$ cat src/rtl/dual_slope_seq.sv
module dual_slope_seq #(
  parameter int CYC_PER_LINE = 20,
  parameter int LINE_MULT    = 2,
  parameter int ZERO_CYC     = 4,
  localparam int N1    = CYC_PER_LINE * LINE_MULT,
  localparam int RES_W = $clog2(2 * N1 + 1)
) (
  input  logic             clk,
  input  logic             rst_n,
  input  logic             start,
  input  logic             cmp_in,
  output logic             sel_zero,
  output logic             sel_in,
  output logic             sel_ref,
  output logic [RES_W-1:0] result,
  output logic             done,
  output logic             ovr
);
  localparam int SYNC  = 2;
  localparam int LIMIT = 2 * N1 + SYNC;
  localparam int CMAX  = (ZERO_CYC > LIMIT) ? ZERO_CYC : LIMIT;
  localparam int CNT_W = $clog2(CMAX + 1);
  localparam logic [CNT_W-1:0] Z_LAST = CNT_W'(ZERO_CYC - 1);
  localparam logic [CNT_W-1:0] I_LAST = CNT_W'(N1 - 1);
  localparam logic [CNT_W-1:0] D_MAX  = CNT_W'(LIMIT);
  localparam logic [CNT_W-1:0] D_LAT  = CNT_W'(SYNC);

  typedef enum logic [2:0] {S_IDLE, S_ZERO, S_INTEG, S_DEINT, S_DONE} st_t;

  st_t              state;
  logic [CNT_W-1:0] cnt;
  logic [1:0]       sy;
  logic [CNT_W-1:0] n2;

  assign n2       = cnt - D_LAT;
  assign sel_zero = (state == S_ZERO);
  assign sel_in   = (state == S_INTEG);
  assign sel_ref  = (state == S_DEINT);
  assign done     = (state == S_DONE);

  always_ff @(posedge clk) begin
    if (!rst_n) begin
      state  <= S_IDLE;
      cnt    <= '0;
      sy     <= '0;
      result <= '0;
      ovr    <= 1'b0;
    end else begin
      sy <= {sy[0], cmp_in};
      case (state)
        S_IDLE: if (start) begin
          state <= S_ZERO;
          cnt   <= '0;
          ovr   <= 1'b0;
        end
        S_ZERO: if (cnt == Z_LAST) begin
          cnt   <= '0;
          state <= ovr ? S_IDLE : S_INTEG;
        end else cnt <= cnt + 1'b1;
        S_INTEG: if (cnt == I_LAST) begin
          cnt   <= '0;
          state <= S_DEINT;
        end else cnt <= cnt + 1'b1;
        S_DEINT: if (cnt >= D_LAT && !sy[1]) begin
          result <= RES_W'(n2);
          state  <= S_DONE;
        end else if (cnt == D_MAX) begin
          result <= '1;
          ovr    <= 1'b1;
          state  <= S_DONE;
        end else cnt <= cnt + 1'b1;
        S_DONE: begin
          cnt   <= '0;
          state <= ovr ? S_ZERO : S_IDLE;
        end
        default: state <= S_IDLE;
      endcase
    end
  end
endmodule

$ cat config.mk
export PLATFORM = sky130hd
export DESIGN_NAME = dual_slope_seq
export DESIGN_NICKNAME = d
export VERILOG_FILES = /design/src/rtl/dual_slope_seq.sv
export SDC_FILE = /design/constraint.sdc
export NUM_CORES = 1
export LEC_CHECK = 0
export BUFFER_PORTS_ARGS = -buffer_cell sky130_fd_sc_hd__buf_2
export CAP_MARGIN = 20
export CORE_UTILIZATION = 55
export CTS_CLUSTER_DIAMETER = 200
export DETAILED_ROUTE_END_ITERATION = 16
export PLACE_DENSITY = 0.85
export SYNTH_ARGS = -nofsm -noshare
export SYNTH_HDL_FRONTEND = slang
export SYNTH_SLANG_ARGS = --single-unit
$ cat constraint.sdc
create_clock -name clk -period 3.2 [get_ports clk]
set_clock_uncertainty 0.1 [all_clocks]
set_input_delay 0 -clock clk [delete_from_list [all_inputs] [get_ports clk]]
set_output_delay 0 -clock clk [all_outputs]
set_load 0.02 [all_outputs]
# == Word-level counts from Yosys, hierarchy flattened ==
# Cells that the tools add are included.
# totals
latchBits,0
in_bits,4
n_memories,0
ram_bits,0
romBits,0
word_cells,52
out_inout_bits,12
ff_bits,20
# classes
reduce_logical,10
mux,20
n_lt_le_gt_ge,1
n_shift,0
n_bitwise,0
n_eq_ne,14
add_sub_neg,2
n_div,0
mul,0
# op_table
operator,count
7-bit two-way mux,7
7-bit one-hot mux with 5 select lines,1
3-bit two-way mux,5
3-bit one-hot mux with 5 select lines,1
4-bit AND reduction,3
7-bit by 1-bit adder with 7-bit output (second input constant),1
7-bit by 2-bit equality test with 1-bit output (second input constant),1
7-bit by 6-bit equality test with 1-bit output (second input constant),1
7-bit equality test (second input constant),1
7-bit by 2-bit greater-or-equal comparator with 1-bit output (second input constant),1
7-bit by 2-bit subtractor with 7-bit output (second input constant),1
3-bit by 2-bit equality test with 1-bit output (second input constant),2
2-bit by 1-bit != test with 1-bit output (second input constant),3
2-bit != test (second input constant),3
5-bit nonzero test,1
1-bit two-way mux,4
2-bit nonzero test,2
3-bit by 1-bit equality test with 1-bit output (second input constant),1
3-bit equality test (second input constant),1
3-bit zero test,1
3-bit by 1-bit != test with 1-bit output (second input constant),1
2-bit two-way mux,1
1-bit one-hot mux with 2 select lines,1
2-bit AND reduction,1
other kinds (2),2

# == Longest topological paths before layout ==
# depth
depth_word,4
ltp_mapped,9
mapped_depth_nobuf,7

# == Worst setup path after synthesis ==
# No wires, ideal clock.
# synth_path
path_kind,register to register
startpoint,reg cnt[2]
endpoint,reg cnt[6]
t_required_ps,3028
period_less_slack_ps,2415
stages_incl_launch_ff,9
arrival_ps,2243
slack_ps,785
setup_ps,72
path_cell_list,dfxtp_1 -> clkbuf_1 -> inv_1 -> ha_1 -> or3b_4 -> o311ai_4 -> o211ai_2 -> or4_1 -> a21oi_1
# synth_between
elab_chain_cells,4
# synth_rtl
item,line,rtl
start: declaration,31,logic [CNT_W-1:0] cnt;
start signal: assignment,59,end else cnt <= cnt + 1'b1;
start signal: assignment,63,end else cnt <= cnt + 1'b1;
start signal: assignment,71,end else cnt <= cnt + 1'b1;
7-bit by 1-bit adder with 7-bit output or 7-bit by 2-bit greater-or-equal comparator with 1-bit output (tied branches),n/a,
7-bit two-way mux or 1-bit logical AND (tied branches),"67, 64",
7-bit two-way mux or 2-bit != test (tied branches),n/a,
7-bit one-hot mux with 5 select lines or 4-bit AND reduction (tied branches),n/a,
# Parallel ways exist; a longest one is shown, timed or not. The select of a mux whose other input is x is not followed.
# A chain may end at the register's enable or synchronous reset.

# == Final worst setup path ==
# Ends and elaborated chain as after synthesis.

==> impl_metrics.env <==
export IMPL_setup_repair_after_global_routing_missed_its_margin="false"
export IMPL_cts_root_buf="clkbuf_4"
export IMPL_cts_hold_fix_buffers=3
export IMPL_clk_latency_ns=0.31
export IMPL_synthesis_instances=143
export IMPL_core_area_mm2=0.00196
export IMPL_min_delay_path_class="primary input to flop"
export IMPL_crit_family="simple AND/OR/NAND/NOR gates"
export IMPL_area_growth_syn_to_layout_pct=10.8
export IMPL_critical_path_endpoint_category="flop"
export IMPL_drt_antenna_violating_nets=0
export IMPL_core_rowCount=16
export IMPL_cts_tree="yes"
export IMPL_post_dp_hpwl_um=1710
export IMPL_post_cts_setup_buffer_count=0
export IMPL_totalWireLength_um=2490
export IMPL_syn_cell_area_mm2=0.00116
export IMPL_timing_final_setup_violations=0
export IMPL_critical_path_s_slowest_cell="or4_1"
export IMPL_ir_worst_vdd_v=0.000307
export IMPL_drv_slew=0
export IMPL_placedInstanceArea_mm2=0.00122
export IMPL_synth_ff_latch_count=20
export IMPL_max_cap_violations=0
export IMPL_floorplan_io_pins=16
export IMPL_worst_setup_path_start_kind="flop"
export IMPL_total_die_area_mm2=0.00229
export IMPL_synthesis_yosys_warnings=0
export IMPL_crit_path_cell_trace="inv_1 -> ha_1 -> or3b_4 -> o311ai_4 -> o211ai_2 -> or4_1 -> a21oi_1"
export IMPL_place_port_buffers=15
export IMPL_antenna_found_initial=0
export IMPL_globalRouteTotalUtil_pct=23.7
export IMPL_gp_congestion=0.883
export IMPL_nNetsFinal=163
export IMPL_critical_path_buf_inv_count=1
export IMPL_die_width_um=47.9
export IMPL_diode_insertion_count_for_antenna_repair=0
export IMPL_detail_route_wl_per_cell_um=13.8
export IMPL_critical_path_max_fanout=12
export IMPL_hold_slack_ns=0.339
export IMPL_finalCriticalPeriod_ns=2.72
export IMPL_mostFrequentLayoutCells="dfxtp_1 (20), buf_2 (15), nor2_1 (11), a21oi_1 (11), inv_1 (9)"
export IMPL_synth_distinct_cells=43
export IMPL_slowest_delay_ns=0.56
export IMPL_tns_ns=0
export IMPL_clk_pin_slew_worst_paths_ns=0.12
export IMPL_layout_cells_non_filler=181
export IMPL_critical_path_arrival_ns=2.86
export IMPL_first_global_vias=910
export IMPL_fmaxAchievable_mhz=368
export IMPL_firstDrtPassIters=4
export IMPL_layout_commonest_cell="dfxtp_1"
export IMPL_min_period_over_period_pct=84.9
export IMPL_grt_pass1_wl_um=3840
export IMPL_clock_sinks=20
export IMPL_path_class="flop to flop"
export IMPL_die_y_um=47.9
export IMPL_slew_headroom_pct=32.2
export IMPL_power_static_leakage_nw=0.528
export IMPL_viasPerCell=5.88
export IMPL_dpl_cell_count=174
export IMPL_synth_sequential_area_ratio_pct=34.6
export IMPL_outcome="completed"
export IMPL_drive_gt1_share_pct=18.2
export IMPL_dr_total_vias=1065
export IMPL_cts_htree_levels=1
export IMPL_cts_buffers=3
export IMPL_initial_core_util_pct=59.0
export IMPL_drc=0
export IMPL_drt_iter0_markers=34
export IMPL_post_layout_total_power_mw=0.550
export IMPL_layout_setup_ws_ns=0.483
export IMPL_grt_start_max_net_pins=17
export IMPL_clock_path_buffers=2
export IMPL_critPathRequiredTime_ns=3.35
export IMPL_timing_worst_slew_pin_value_ns=1.01
export IMPL_synth_nets=151
export IMPL_cts_repair_resize_count=0
export IMPL_dp_worst_setup_slack_ns=0.541
export IMPL_grt_overflow_total=0
export IMPL_pwr_density_cell_mw_per_mm2=429
export IMPL_final_core_utilization_pct=65.4
export IMPL_avgSynthCellArea_um2=8.09
export IMPL_finalInstanceArea_mm2=0.00128
export IMPL_final_hold_viol_count=0
-- registers in the layout (all words and copies together), names as in the netlist --
| name | flops |
|---|---|
| sy | 2 |
| ovr | 1 |
| state | 3 |
| cnt | 7 |
| result | 7 |
-- cell type report --
type | count | area, um^2
fillers | 172 | 679
well taps | 27 | 33.8
multi-input cells | 102 | 669
inverters | 10 | 37.5
repair buffers | 18 | 105
clock buffers | 4 | 36.3
flip-flops and latches | 20 | 400
-- final timing paths --
kind / from / end / slack, ns / cells after the start
max: cnt[2] / cnt[6] / 0.48 / 7
min: cmp_in / sy[0] / 0.34 / 3
max reg2reg: cnt[2] / cnt[6] / 0.48 / 7
min reg2reg: sy[0] / sy[1] / 0.36 / 1
-- cells by family after synthesis --
| family | Yosys count | synth area share, % |
|---|---|---|
| AOI/OAI and AO/OA | 39 | 24.0 |
| xor gates and xnor gates | 4 | 3.03 |
| adders and majority gates | 4 | 4.32 |
| buffers and inverters | 21 | 7.57 |
| DFF | 20 | 34.6 |
| and+or+nand+nor | 55 | 26.5 |
-- worst min-delay path, stage by stage --
cell and delay, ns:
dlygate4sd3_1 0.52, buf_2 0.09, and2_1 0.10
-- cell usage after synthesis --
cell type / instances / area (um^2)
and2_1: 3 / 18.8
o31a_1: 1 / 8.76
buf_2: 1 / 5.00
nand2_1: 8 / 30.0
a311oi_1: 1 / 8.76
buf_6: 1 / 11.3
o211ai_1: 1 / 7.51
o2111ai_1: 1 / 8.76
or3b_4: 1 / 11.3
or4b_2: 1 / 10.0
ha_1: 4 / 50.1
nor3_1: 3 / 15.0
o31ai_1: 1 / 7.51
nor2b_1: 4 / 25.0
a2bb2oi_1: 1 / 8.76
o21a_1: 1 / 7.51
nor3b_1: 2 / 15.0
o21ai_0: 6 / 30.0
inv_1: 9 / 33.8
or3b_2: 2 / 17.5
nor4_1: 1 / 6.26
o211ai_2: 1 / 12.5
a21oi_1: 11 / 55.1
o311a_1: 2 / 20.0
or4_1: 1 / 7.51
and3_1: 1 / 6.26
o22ai_1: 8 / 50.1
o221a_2: 1 / 11.3
a211oi_1: 1 / 7.51
xnor2_1: 2 / 17.5
nand3b_1: 2 / 15.0
clkinv_1: 1 / 3.75
clkbuf_1: 9 / 33.8
o311ai_4: 1 / 26.3
xor2_1: 2 / 17.5
dfxtp_1: 20 / 400
nand4_1: 3 / 18.8
o21bai_1: 1 / 7.51
or2_2: 2 / 12.5
nor2_1: 11 / 41.3
nand3_1: 5 / 25.0
nand2b_1: 2 / 12.5
or3_1: 3 / 18.8
-- report_power, final --
group          internal [mW]  switching [mW]
combinational         0.0520          0.0702
sequential             0.259          0.0202
clock                 0.0695          0.0793
total                  0.380           0.170
-- metal layers --
layer	GRT usage [%]	vias up	part of all wire, %
met3	3.40	5	4.1
met5	0	-	0
met2	38.4	33	48
met1	31.8	497	46
met4	8.89	0	1.2
li1	-	530	-
(Power assumes the default switching activity.)
